<file path="src/rtl/rtc_pkg.sv">
package rtc_pkg;

  // Increment a two-digit packed BCD value (no range check).
  function automatic logic [7:0] bcd_inc(input logic [7:0] v);
    if (v[3:0] == 4'd9) return {v[7:4] + 4'd1, 4'd0};
    return {v[7:4], v[3:0] + 4'd1};
  endfunction

  // Year (BCD 00..99) is a leap year when its value is a multiple of 4.
  function automatic logic is_leap(input logic [7:0] y);
    logic [6:0] b;
    b = 7'(y[7:4]) * 7'd10 + 7'(y[3:0]);
    return (b[1:0] == 2'b00);
  endfunction

  // Last day of the month, in BCD.
  function automatic logic [7:0] month_end(input logic [7:0] mon, input logic [7:0] yr);
    case (mon)
      8'h02:                      return is_leap(yr) ? 8'h29 : 8'h28;
      8'h04, 8'h06, 8'h09, 8'h11: return 8'h30;
      default:                    return 8'h31;
    endcase
  endfunction

endpackage

</file>
<file path="src/rtl/rtc_prescaler.sv">
module rtc_prescaler #(
  parameter int DIV_BITS  = 15,
  parameter int KEEP_BITS = 7
) (
  input  logic clk,
  input  logic rst_n,
  input  logic osc_in,
  input  logic presc_clr,
  input  logic fsel,
  output logic tick_1s,
  output logic fout_wave
);
  localparam logic [DIV_BITS-1:0] ALL_ONES = '1;
  localparam logic [DIV_BITS-1:0] SHIFT    = DIV_BITS'(2 ** (KEEP_BITS + 2));

  logic                osc_q, osc_p;
  logic                osc_edge;
  logic [DIV_BITS-1:0] div_cnt;
  logic [DIV_BITS-1:0] div_nxt;
  logic [DIV_BITS-1:0] shifted;

  always_ff @(posedge clk or negedge rst_n) begin
    if (!rst_n) begin
      osc_q <= 1'b0;
      osc_p <= 1'b0;
    end else begin
      osc_q <= osc_in;
      osc_p <= osc_q;
    end
  end

  assign osc_edge = osc_q & ~osc_p;

  always_comb begin
    div_nxt = div_cnt + DIV_BITS'(1);
    if (presc_clr) div_nxt[DIV_BITS-1:KEEP_BITS] = '0;
  end

  always_ff @(posedge clk or negedge rst_n) begin
    if (!rst_n)        div_cnt <= '0;
    else if (osc_edge) div_cnt <= div_nxt;
    else if (presc_clr) div_cnt[DIV_BITS-1:KEEP_BITS] <= '0;
  end

  assign tick_1s = osc_edge & (div_cnt == ALL_ONES) & ~presc_clr;

  // Internal second is high in the first half; output lags it by SHIFT edges.
  assign shifted   = div_cnt - SHIFT;
  assign fout_wave = fsel ? ~shifted[DIV_BITS-1] : osc_q;

  AST_CLR_HOLDS_UPPER: assert property (@(posedge clk) disable iff (!rst_n)
    presc_clr |=> (div_cnt[DIV_BITS-1:KEEP_BITS] == '0)) else $error("clear");
endmodule

</file>
<file path="src/rtl/rtc_time_chain.sv">
module rtc_time_chain
  import rtc_pkg::*;
(
  input  logic       clk,
  input  logic       rst_n,
  input  logic       step,
  input  logic       ld,
  input  logic [7:0] ld_sec,
  input  logic [7:0] ld_min,
  input  logic [7:0] ld_hour,
  output logic [7:0] sec,
  output logic [7:0] min,
  output logic [7:0] hour,
  output logic       sec_pulse,
  output logic       day_step
);
  logic sec_end, min_end, hour_end, adv;

  assign sec_end  = (sec  == 8'h59);
  assign min_end  = (min  == 8'h59);
  assign hour_end = (hour == 8'h23);
  assign adv      = step & ~ld;
  assign day_step = adv & sec_end & min_end & hour_end;

  always_ff @(posedge clk or negedge rst_n) begin
    if (!rst_n) begin
      sec <= 8'h00; min <= 8'h00; hour <= 8'h00; sec_pulse <= 1'b0;
    end else begin
      sec_pulse <= adv;
      if (ld) begin
        sec <= ld_sec; min <= ld_min; hour <= ld_hour;
      end else if (step) begin
        sec <= sec_end ? 8'h00 : bcd_inc(sec);
        if (sec_end) min <= min_end ? 8'h00 : bcd_inc(min);
        if (sec_end && min_end) hour <= hour_end ? 8'h00 : bcd_inc(hour);
      end
    end
  end

  AST_SEC_BCD_RANGE: assert property (@(posedge clk) disable iff (!rst_n)
    (sec[3:0] <= 4'd9) && (sec <= 8'h59)) else $error("sec range");
  AST_HOUR_WRAP: assert property (@(posedge clk) disable iff (!rst_n)
    day_step |=> (hour == 8'h00) && (min == 8'h00)) else $error("hour wrap");
  AST_PULSE_ONE_CYCLE: assert property (@(posedge clk) disable iff (!rst_n)
    (sec_pulse && !step) |=> !sec_pulse) else $error("pulse width");
endmodule

</file>
<file path="src/rtl/rtc_date_chain.sv">
module rtc_date_chain
  import rtc_pkg::*;
(
  input  logic       clk,
  input  logic       rst_n,
  input  logic       step,
  input  logic       ld,
  input  logic [2:0] ld_wday,
  input  logic [7:0] ld_day,
  input  logic [7:0] ld_mon,
  input  logic [7:0] ld_year,
  output logic [2:0] wday,
  output logic [7:0] day,
  output logic [7:0] mon,
  output logic [7:0] year
);
  logic [7:0] last;
  logic       day_end, mon_end;

  assign last    = month_end(mon, year);
  assign day_end = (day == last);
  assign mon_end = (mon == 8'h12);

  always_ff @(posedge clk or negedge rst_n) begin
    if (!rst_n) begin
      wday <= 3'd1; day <= 8'h01; mon <= 8'h01; year <= 8'h00;
    end else if (ld) begin
      wday <= ld_wday; day <= ld_day; mon <= ld_mon; year <= ld_year;
    end else if (step) begin
      wday <= (wday == 3'd7) ? 3'd1 : wday + 3'd1;
      day  <= day_end ? 8'h01 : bcd_inc(day);
      if (day_end) mon <= mon_end ? 8'h01 : bcd_inc(mon);
      if (day_end && mon_end) year <= (year == 8'h99) ? 8'h00 : bcd_inc(year);
    end
  end

  AST_WDAY_WRAP: assert property (@(posedge clk) disable iff (!rst_n)
    (step && !ld && wday == 3'd7) |=> (wday == 3'd1)) else $error("wday");
  AST_FEB_LEAP_END: assert property (@(posedge clk) disable iff (!rst_n)
    (step && !ld && mon == 8'h02 && day == 8'h28 && year == 8'h24) |=> (day == 8'h29)) else $error("leap");
  AST_YEAR_WRAP: assert property (@(posedge clk) disable iff (!rst_n)
    (step && !ld && day_end && mon_end) |=> (mon == 8'h01) && (day == 8'h01)) else $error("year");
endmodule

</file>
<file path="src/rtl/rtc_calendar_core.sv">
module rtc_calendar_core #(
  parameter int DIV_BITS  = 15,
  parameter int KEEP_BITS = 7
) (
  input  logic       clk,
  input  logic       rst_n,
  input  logic       osc_in,
  input  logic       presc_clr,
  input  logic       carry_hold,
  input  logic       ld_stb,
  input  logic [7:0] ld_sec,
  input  logic [7:0] ld_min,
  input  logic [7:0] ld_hour,
  input  logic [2:0] ld_wday,
  input  logic [7:0] ld_day,
  input  logic [7:0] ld_mon,
  input  logic [7:0] ld_year,
  input  logic       fsel,
  input  logic       fout_en,
  output logic [7:0] sec_o,
  output logic [7:0] min_o,
  output logic [7:0] hour_o,
  output logic [2:0] wday_o,
  output logic [7:0] day_o,
  output logic [7:0] mon_o,
  output logic [7:0] year_o,
  output logic       sec_pulse,
  output logic       fout,
  output logic       fout_oe
);
  logic tick_1s, sec_step, day_step;

  rtc_prescaler #(.DIV_BITS(DIV_BITS), .KEEP_BITS(KEEP_BITS)) u_presc (
    .clk(clk), .rst_n(rst_n), .osc_in(osc_in), .presc_clr(presc_clr),
    .fsel(fsel), .tick_1s(tick_1s), .fout_wave(fout)
  );

  assign sec_step = tick_1s & ~carry_hold;
  assign fout_oe  = fout_en;

  rtc_time_chain u_time (
    .clk(clk), .rst_n(rst_n), .step(sec_step), .ld(ld_stb),
    .ld_sec(ld_sec), .ld_min(ld_min), .ld_hour(ld_hour),
    .sec(sec_o), .min(min_o), .hour(hour_o),
    .sec_pulse(sec_pulse), .day_step(day_step)
  );

  rtc_date_chain u_date (
    .clk(clk), .rst_n(rst_n), .step(day_step), .ld(ld_stb),
    .ld_wday(ld_wday), .ld_day(ld_day), .ld_mon(ld_mon), .ld_year(ld_year),
    .wday(wday_o), .day(day_o), .mon(mon_o), .year(year_o)
  );

  AST_HOLD_KEEPS_SEC: assert property (@(posedge clk) disable iff (!rst_n)
    (carry_hold && !ld_stb) |=> $stable(sec_o) && !sec_pulse) else $error("hold");
  AST_CLR_NO_PULSE: assert property (@(posedge clk) disable iff (!rst_n)
    presc_clr |=> !sec_pulse) else $error("clr pulse");
  AST_LOAD_ALL: assert property (@(posedge clk) disable iff (!rst_n)
    ld_stb |=> (sec_o == $past(ld_sec)) && (day_o == $past(ld_day)) && !sec_pulse) else $error("load");
  AST_PULSE_MEANS_CHANGE: assert property (@(posedge clk) disable iff (!rst_n)
    sec_pulse |-> (sec_o != $past(sec_o))) else $error("pulse");
endmodule

</file>
<file path="config.mk">
export PLATFORM = sky130hd
export DESIGN_NAME = rtc_calendar_core
export DESIGN_NICKNAME = d
export VERILOG_FILES = /design/src/rtl/rtc_pkg.sv /design/src/rtl/rtc_prescaler.sv /design/src/rtl/rtc_time_chain.sv /design/src/rtl/rtc_date_chain.sv /design/src/rtl/rtc_calendar_core.sv
export SDC_FILE = /design/constraint.sdc
export NUM_CORES = 1
export LEC_CHECK = 0
export BUFFER_PORTS_ARGS = -buffer_cell sky130_fd_sc_hd__buf_2
export CORE_ASPECT_RATIO = 1.75
export CORE_UTILIZATION = 30
export CTS_CLUSTER_DIAMETER = 30
export DETAILED_ROUTE_END_ITERATION = 10
export PLACE_DENSITY = 0.56
export SLEW_MARGIN = 20
export SYNTH_ARGS = -nofsm -noshare
export SYNTH_HDL_FRONTEND = slang
export SYNTH_HIERARCHICAL = 1
export SYNTH_SLANG_ARGS = --single-unit
</file>
<file path="constraint.sdc">
create_clock -name clk -period 3.4 [get_ports clk]
set_clock_uncertainty 0.15 [all_clocks]
set_input_delay 0.17 -clock clk [delete_from_list [all_inputs] [get_ports clk]]
set_output_delay 0.17 -clock clk [all_outputs]
set_load 0.005 [all_outputs]
</file>
==> results of run 1 <==
where the power goes:
part	switching, mW	internal (mW)
Sequential	0.129	0.916
Clock	0.374	0.590
Combinational	0.238	0.263
worst min path at each step:
| stage | start | to | slack [ps] | cells past startpoint |
|---|---|---|---|---|
| floorplan | rst_n | u_date/day[1] | -280 | 0 |
| global placement | osc_in | u_presc/osc_q | 140 | 1 |
| detailed placement | osc_in | u_presc/osc_q | 140 | 1 |
| CTS | ld_mon[7] | u_date/mon[7] | 0.8 | 4 |
| global route | ld_mon[7] | u_date/mon[7] | 40 | 4 |
| finish | ld_mon[7] | u_date/mon[7] | 8 | 4 |
Yosys cell counts, types with 4 or more instances:
library cell	count	area [µm²]
dfrtp_1	66	1650
nand2_1	43	161
nor2_1	33	124
o21ai_0	30	150
a21oi_1	28	140
inv_1	26	97.6
ha_1	25	313
nand3_1	20	100
a31oi_1	16	100
nor3_1	15	75.1
mux2i_1	13	130
xnor2_1	12	105
clkbuf_1	11	41.3
or3_1	10	62.6
a2bb2oi_1	8	70.1
o21ai_1	8	40.0
nor4_1	7	43.8
and3_1	6	37.5
and3b_1	6	52.6
nand4_1	6	37.5
nor2b_1	6	37.5
nand3b_1	5	37.5
nor3b_1	5	37.5
or4_1	5	37.5
a32oi_1	4	35.0
buf_2	4	20.0
buf_6	4	45.0
mux2_2	4	45.0
xor2_1	4	35.0
stage by stage:
| stage | total power, mW | hold WS (ps) | area [µm²] |
|---|---|---|---|
| floorplan | 1.30 | -276 | 4550 |
| global placement | 1.50 | 143 | 5290 |
| detailed placement | 1.52 | 140 | 5290 |
| CTS | 2.54 | 0.808 | 6100 |
| global route | 2.65 | 38.0 | 6120 |
| finish | 2.51 | 7.85 | 6120 |
metal layers:
metal	track usage [%]	part of all wire (%)	up-vias
met5	0	0	-
met4	5.79	1.7	0
met3	2.90	3.9	14
met2	30.7	53	106
met1	19.6	41	2153
li1	-	-	2150
layout make-up:
cell class                 instances  area (µm²)
fill                            1498        8720
timing repair buffer             173        1150
clock buffer                      11         243
sequential                        69        1730
inverter                          28         105
clock inverter                     5        60.1
tap                              183         229
multi-input combinational        380        2600
worst register-to-register path, delay by kind of cell (launching register included):
| family | cells | cell delay, ps |
|---|---|---|
| AO/OA/AOI/OAI | 3 | 670 |
| AND/OR/NAND/NOR | 9 | 1560 |
| adder cells (fa/ha/maj) | 1 | 150 |
| multiplexers | 1 | 220 |
| flip-flops | 1 | 350 |
cell families (layout without fill, tap and decap cells):
| kind of cell | after synthesis | in the layout | synth area share (%) |
|---|---|---|---|
| AND/OR/NAND/NOR | 194 | 194 | 24.6 |
| AO/OA/AOI/OAI | 126 | 126 | 17.8 |
| flip-flops | 69 | 69 | 38.1 |
| buffers and inverters | 51 | 217 | 5.07 |
| adder cells (fa/ha/maj) | 25 | 25 | 6.89 |
| multiplexers | 19 | 19 | 4.49 |
| XOR/XNOR | 16 | 16 | 3.08 |
flip-flops by register name (all words and copies together), names as in the netlist, 3 cells and up:
register and flops:
u_date/year 8, u_time/hour 8, u_time/sec 8, u_date/mon 8, u_time/min 8, u_presc/div_cnt 15, u_date/wday 3, u_date/day 8
repair_timing:
action | 4_1_cts | 5_1_grt
resized for setup | 1 | 2
hold endpoints to repair | 122 | 0
buffers inserted | 0 | 1
pin swaps | 0 | 1
setup endpoints to repair | 4 | 10
hold buffers | 51 | 0
==> run metrics, run 1 <==
outcome=finished, final reports clean; CTS Root Cell=clkbuf_16; worst setup margin=189 ps; largest net degree at the start of global routing=85; Mapped Area=4540 µm²; core area=14800 µm²; Final Setup Violations=0; crit path from=u_presc/div_cnt[0]; initial antenna violation count=0; Least-Margin Pin Slew=926 ps; Crit path arrival time=3280 ps; power per standard cell area=410 nW/µm²; final WL=13000 µm; Hold Path Class=in2reg; gp weighted congestion=0.751; Buf+Inv Stages, Crit Path=0; first-pass GRT wire length=20800 µm; Post-synth ARST share=100%; IO Pins=113; CTS tree=yes; Non-Filler Instances=849; min cycle time layout=3210 ps; CP max-delay cell=dfrtp_1; vias in the first global route=4419; Worst-Skew Late Latency=330 ps; fraction of layout cells with a size suffix above 1=24.2%; Critical Path RT=3470 ps; Via Count=4423; worst path cell trace=ha_1 > nand3b_1 > nor3_2 > nand3_1 > nor2_1 > nor2b_4 > and4b_2 > nand4_4 > nor2_4 > nand2b_1 > a211oi_1 > mux2i_1 > a21o_1 > a31o_1; Via-to-Cell Ratio=5.21; DRC viols=0; Setup TNS=0 ps; diodes inserted=0; FP Rows=59; worst r2r src=u_presc/div_cnt[0]; max incr delay on CP=350 ps; post-route core utilization=41.2%; Routed Antenna Nets=0; VDD IR max=0.221 mV; most common cell after layout, fill and taps aside=buf_2; synthesized flop and latch total=69; Crit path max-delay family=simple AND/OR/NAND/NOR gates; die height=165 µm; crit path capture=u_date/mon[7]; post-synthesis sequential area ratio=38.1%; Max Slew Vio Count=0; critical path capture point type=register; crit path max fanout=6; DIE WIDTH=95.0 µm; reg-to-reg critical path endpoint=u_date/mon[7]; Routed wire per std cell=15.3 µm; Mapped Cells=500; Tcrit/Tclk final=94.5%; Placed Cells=781; main flop type after synthesis=dfrtp_1; Starting Density=30.6%; pre-CTS WS=-69.0 ps; Post-synth EDFFs=0; Yosys warnings=6; clock sinks=69; Final Hold Vio Count=0; Reg2Reg Setup Slack=190 ps; total track usage=16.9%; die area=15700 µm²; Clock transition at path regs=60 ps; commonest non-fill, non-tap cells in the layout=buf_2, dfrtp_1, dlygate4sd3_1; initial DRC count=144; FMAX=311 MHz; max_slew headroom=38.3%; DPL Wire Length=9070 µm; kind of critical path=reg2reg; grt ovf=0; MaxCap Viol Count=0; Crit. path cell count=14; DR pass1 iterations=7; post-synth cell types=72; Area Overhead vs Synth=34.6%; Lkg Pwr=2.75 nW; CTS Buf Count=9; Final #Nets=745; Worst Setup Start Kind=register; Reg2Reg Depth=14; PortBufs=110; syn_nets=584; CTS Buffer Depth=2; CTS H-tree lvls=3; syn_area_per_cell=9.09 µm²
Note: power is estimated with default switching activity, not from simulation.
==> inputs of run 2 (changes only) <==
--- a/config.mk
+++ b/config.mk
@@ -6,11 +6,12 @@
 export NUM_CORES = 1
 export LEC_CHECK = 0
 export BUFFER_PORTS_ARGS = -buffer_cell sky130_fd_sc_hd__buf_2
+export CAP_MARGIN = 0
 export CORE_ASPECT_RATIO = 1.75
 export CORE_UTILIZATION = 30
 export CTS_CLUSTER_DIAMETER = 30
 export DETAILED_ROUTE_END_ITERATION = 10
-export PLACE_DENSITY = 0.56
+export PLACE_DENSITY = 0.62
 export SLEW_MARGIN = 20
 export SYNTH_ARGS = -nofsm -noshare
 export SYNTH_HDL_FRONTEND = slang
==> run metrics, run 2 (synthesis results as in run 1) <==
Critical Path RT=3510 ps (was 3470 ps); die height=165 µm (unchanged); clock sinks=69 (unchanged); initial DRC count=153 (was 144); total power=2.68 mW (was 2.51 mW); max_slew headroom=44.6% (was 38.3%); crit path max fanout=7 (was 6); Reg2Reg Depth=13 (was 14); MaxCap Viol Count=0 (unchanged); max reg flops=15 (unchanged); CTS Root Cell=clkbuf_16 (unchanged); DR pass1 iterations=4 (was 7); Largest Register=u_presc/div_cnt (unchanged); CTS tree=yes (unchanged); Sw Share=27.9% (was 29.5%); Placed Cells=781 (unchanged); Clock transition at path regs=60 ps (about the same); Starting Density=30.6% (unchanged); Via Count=4487 (was 4423); Final #Nets=745 (unchanged); CTS Buf Count=9 (unchanged); RSZ-0062 raised after global routing=false; reg-to-reg critical path endpoint=u_date/year[0] (was u_date/mon[7]); Final Setup Violations=0 (unchanged); sequential share of power=39.0% (was 41.6%); sw power=747 µW (was 742 µW); fillers=1471 (was 1498); clock share of power=42.5% (was 38.4%); grt ovf=0 (unchanged); Comb power frac=18.4% (was 20.0%); Routed Antenna Nets=0 (unchanged); CTS H-tree lvls=3 (unchanged); core area=14800 µm² (unchanged); Hold Path Class=in2reg (unchanged); worst r2r src=u_presc/div_cnt[5] (was u_presc/div_cnt[0]); Area Overhead vs Synth=36.2% (was 34.6%); min cycle time layout=3210 ps (about the same); critical path capture point type=register (unchanged); die area=15700 µm² (unchanged); Reg2Reg Setup Slack=190 ps (about the same); Worst Setup Start Kind=register (unchanged); final WL=13100 µm (was 13000 µm); IO Pins=113 (unchanged); Non-Filler Instances=850 (was 849); initial antenna violation count=0 (unchanged); Least-Margin Pin Slew=831 ps (was 926 ps); FMAX=311 MHz (about the same); Lkg Pwr=2.77 nW (was 2.75 nW); Setup TNS=0 ps (unchanged); FP Rows=59 (unchanged); CTS Buffer Depth=2 (unchanged); total track usage=17.1% (was 16.9%); VDD IR max=0.224 mV (was 0.221 mV); worst setup margin=187 ps (was 189 ps); DPL Wire Length=9120 µm (was 9070 µm); Max Slew Vio Count=0 (unchanged); Cells on Worst Hold Path=3 (was 4); vias in the first global route=4349 (was 4419); most common cell after layout, fill and taps aside=buf_2 (unchanged); fraction of layout cells with a size suffix above 1=24.8% (was 24.2%); kind of critical path=reg2reg (unchanged); Via-to-Cell Ratio=5.28 (was 5.21); outcome=finished, final reports clean (unchanged); Int Pwr=1.93 mW (was 1.77 mW); Worst-Skew Late Latency=340 ps (was 330 ps); post-route core utilization=41.7% (was 41.2%); commonest non-fill, non-tap cells in the layout=buf_2, dfrtp_1, dlygate4sd3_1 (unchanged); pre-CTS WS=-24.8 ps (was -69.0 ps); Crit path arrival time=3320 ps (was 3280 ps); Tcrit/Tclk final=94.5% (about the same); Routed wire per std cell=15.4 µm (was 15.3 µm); gp weighted congestion=0.786 (was 0.751); DIE WIDTH=95.0 µm (unchanged); first-pass GRT wire length=21000 µm (was 20800 µm); power per standard cell area=433 nW/µm² (was 410 nW/µm²); largest net degree at the start of global routing=85 (unchanged); Hold EP=u_date/day[5] (was u_date/mon[7]); hold_sp=ld_day[5] (was ld_mon[7]); Final Hold Vio Count=0 (unchanged); DRC viols=0 (unchanged); PortBufs=110 (unchanged)
==> run 2: cell count changes in the layout (fill, tap and decap cells not counted), sizes merged <==
cell / change
clkinv: -2
bufinv: +2
diode: +1
==> run 2: power groups by stage <==
stage	sequential, mW	combinational (mW)	clock (mW)
after floorplan	1.04	0.258	0
after global placement	1.05	0.438	0
after detailed placement	1.06	0.449	0
after CTS	1.04	0.497	1.17
after global routing	1.06	0.558	1.20
final	1.05	0.494	1.14
==> run 2: worst max path at each step <==
stage / start / cells after the start / endpoint
detailed placement: u_presc/div_cnt[0] / 14 / u_date/mon[7]
CTS: u_presc/div_cnt[0] / 14 / u_date/mon[7]
finish: u_presc/div_cnt[5] / 13 / u_date/year[0]
global placement: u_presc/div_cnt[0] / 14 / u_date/mon[7]
global route: u_presc/div_cnt[5] / 13 / u_date/year[0]
floorplan: u_presc/div_cnt[0] / 15 / u_date/day[4]
==> run 2: critical path: stages, from the launching register on <==
cell	delay, ps
dfrtp_1	430
nand4_4	170
nor3_2	260
nand3_1	140
nor2_1	130
nor2b_4	200
and4b_1	280
nand4_4	130
nor2_4	170
nand2b_1	130
a211oi_2	250
mux2i_2	160
or3_1	340
a31oi_1	180
==> run 2: area by class of cell <==
class	instances	area (µm²)	area share, %
Multi-Input combinational cell	380	2610	42.2
Sequential cell	69	1730	28.0
Timing Repair Buffer	173	1150	18.6
Clock buffer	11	253	4.08
Tap cell	183	229	3.70
Clock inverter	5	106	1.72
Inverter	28	105	1.70
Antenna cell	1	2.50	0.0404
==> run 2: what timing repair did <==
action / 4_1_cts / 5_1_grt
endpoints found under the hold margin: 88 / 0
hold buffers: 51 / 0
setup endpoints to repair: 3 / 10
pin swaps: 0 / 2
buffers inserted: 0 / 1
gates resized for setup: 1 / 5
==> run 2: metrics by stage <==
step	area (µm²)	hold WS (ps)
after CTS	6160	7.11
after floorplan	4550	-276
after global routing	6180	19.4
after detailed placement	5290	131
after global placement	5290	140
final	6190	17.1
==> run 2: layer usage <==
metal	track usage (%)	wire, µm
met4	7.02	320
met3	3.08	497
met2	31.2	7000
met5	0	0
met1	19.2	5260
==> inputs of run 3 (changes only) <==
--- a/config.mk
+++ b/config.mk
@@ -8,10 +8,10 @@
 export BUFFER_PORTS_ARGS = -buffer_cell sky130_fd_sc_hd__buf_2
 export CAP_MARGIN = 0
 export CORE_ASPECT_RATIO = 1.75
-export CORE_UTILIZATION = 30
+export CORE_UTILIZATION = 49
 export CTS_CLUSTER_DIAMETER = 30
 export DETAILED_ROUTE_END_ITERATION = 10
-export PLACE_DENSITY = 0.62
+export PLACE_DENSITY = 0.87
 export SLEW_MARGIN = 20
 export SYNTH_ARGS = -nofsm -noshare
 export SYNTH_HDL_FRONTEND = slang
==> run metrics, run 3 (synthesis results as in run 1) <==
commonest non-fill, non-tap cells in the layout=buf_2, dfrtp_1, dlygate4sd3_1 (unchanged); CTS tree=yes (unchanged); outcome=finished, final reports clean (unchanged); RSZ-0062 raised after global routing=false (unchanged); PortBufs=110 (unchanged); initial DRC count=284 (was 153); Clock transition at path regs=60 ps (about the same); Largest Register=u_presc/div_cnt (unchanged); most common cell after layout, fill and taps aside=buf_2 (unchanged); diodes inserted=0 (was 1); CP max-delay cell=dfrtp_1 (unchanged); Via Count=4601 (was 4487); initial antenna violation count=0 (unchanged); critical path capture point type=register (unchanged); FP Rows=46 (was 59); total track usage=28.4% (was 17.1%); pre-CTS WS=-134 ps (was -24.8 ps); Crit. path cell count=14 (was 13); min cycle time layout=3190 ps (was 3210 ps); Max Slew Vio Count=0 (unchanged); IO Pins=113 (unchanged); Critical Path RT=3500 ps (was 3510 ps); Worst Setup Start Kind=register (unchanged); max incr delay on CP=400 ps (was 430 ps); Reg2Reg Depth=14 (was 13); worst path cell trace=ha_1 > nand3b_1 > nor3_2 > nand3_1 > nor2_1 > nor2b_4 > and4b_2 > nand4_4 > nor2_4 > nand2b_1 > a211oi_2 > mux2i_2 > or3_1 > a31oi_1 (was nand4_4 > nor3_2 > nand3_1 > nor2_1 > nor2b_4 > and4b_1 > nand4_4 > nor2_4 > nand2b_1 > a211oi_2 > mux2i_2 > or3_1 > a31oi_1); CTS Root Cell=clkbuf_16 (unchanged); power per standard cell area=403 nW/µm² (was 433 nW/µm²); Crit path max-delay family=simple AND/OR/NAND/NOR gates (unchanged); crit path from=u_presc/div_cnt[1] (was u_presc/div_cnt[5]); Area Overhead vs Synth=32.8% (was 36.2%); worst r2r src=u_presc/div_cnt[1] (was u_presc/div_cnt[5]); Setup TNS=0 ps (unchanged); Starting Density=50.3% (was 30.6%); Hold Path Class=in2reg (unchanged); clock sinks=69 (unchanged); Routed Antenna Nets=0 (unchanged); Crit path arrival time=3290 ps (was 3320 ps); max reg flops=15 (unchanged); crit path capture=u_date/year[3] (was u_date/year[0]); DIE WIDTH=74.8 µm (was 95.0 µm); VDD IR max=0.304 mV (was 0.224 mV); crit path max fanout=7 (unchanged); first-pass GRT wire length=21200 µm (was 21000 µm); DP Area=5190 µm² (was 5290 µm²); Final Setup Violations=0 (unchanged); post-route core utilization=66.8% (was 41.7%); gp weighted congestion=0.829 (was 0.786); DR pass1 iterations=5 (was 4); kind of critical path=reg2reg (unchanged); Routed wire per std cell=16.4 µm (was 15.4 µm); final instance area=6030 µm² (was 6190 µm²); MaxCap Viol Count=0 (unchanged); Reg2Reg Setup Slack=210 ps (was 190 ps); fraction of layout cells with a size suffix above 1=24.8% (unchanged); CTS H-tree lvls=3 (unchanged); Buf+Inv Stages, Crit Path=0 (unchanged); vias in the first global route=4711 (was 4349); max_slew headroom=46.4% (was 44.6%); DPL Wire Length=8480 µm (was 9120 µm); grt ovf=0 (unchanged); FMAX=313 MHz (was 311 MHz); fillers=698 (was 1471); die area=9680 µm² (was 15700 µm²); Final Hold Vio Count=0 (unchanged); core area=9040 µm² (was 14800 µm²); DRC viols=0 (unchanged); Lkg Pwr=2.73 nW (was 2.77 nW); Via-to-Cell Ratio=5.85 (was 5.28); largest net degree at the start of global routing=85 (unchanged); Tcrit/Tclk final=93.9% (was 94.5%); final WL=12900 µm (was 13100 µm); worst setup margin=206 ps (was 187 ps); Final #Nets=745 (unchanged); Least-Margin Pin Slew=804 ps (was 831 ps); Worst-Skew Late Latency=330 ps (was 340 ps); hold slack=43.2 ps (was 17.1 ps); die height=129 µm (was 165 µm); CTS Buffer Depth=2 (unchanged); reg-to-reg critical path endpoint=u_date/year[3] (was u_date/year[0]); CTS Buf Count=9 (unchanged)
-- run 3: worst min-delay path: stages --
cell     delay, ps
buf_2           80
nand2_1         40
o21ai_0         70
o21a_1         130
-- run 3: through the flow --
stage	cells	power, mW
after detailed placement	716	1.50
final	786	2.43
after global placement	716	1.46
after CTS	784	2.44
after global routing	786	2.56
after floorplan	500	1.30
-- run 3: cell type report --
cell class / instances / area, µm² / area share (%)
Multi-Input combinational cell: 380 / 2610 / 43.2
Timing Repair Buffer: 173 / 1150 / 19.1
Sequential cell: 69 / 1730 / 28.7
Inverter: 28 / 105 / 1.74
Clock inverter: 5 / 33.8 / 0.560
Tap cell: 120 / 150 / 2.49
Clock buffer: 11 / 253 / 4.19
-- run 3: worst min-delay path by stage --
| stage | start | endpoint | slack (ps) | cells past startpoint |
|---|---|---|---|---|
| final | ld_day[7] | u_date/day[7] | 40 | 4 |
| after floorplan | rst_n | u_date/day[1] | -280 | 0 |
| after CTS | ld_day[7] | u_date/day[7] | 30 | 4 |
| after detailed placement | rst_n | u_date/mon[4] | 60 | 1 |
| after global placement | rst_n | u_date/mon[2] | 50 | 1 |
| after global routing | ld_day[7] | u_date/day[7] | 50 | 4 |
-- run 3: per-layer routing --
| layer | track usage, % | wire length [µm] | up-vias |
|---|---|---|---|
| met5 | 0 | 0 | - |
| met4 | 16.1 | 454 | 0 |
| met3 | 5.37 | 711 | 44 |
| met2 | 49.3 | 6830 | 220 |
| met1 | 31.4 | 4900 | 2178 |
| li1 | - | - | 2159 |
-- run 3: where the power goes --
part	leakage [nW]	internal (mW)	switching, mW
clock network	0.138	0.533	0.353
logic	1.77	0.251	0.241
registers	0.826	0.918	0.138
total	2.73	1.70	0.731
-- run 3: repair_timing --
item | 4_1_cts | 5_1_grt
buffers inserted | 0 | 2
hold buffers | 52 | 0
hold endpoints to repair | 79 | 0
pin swaps | 0 | 2
resized for setup | 4 | 3
setup endpoints to repair | 8 | 14
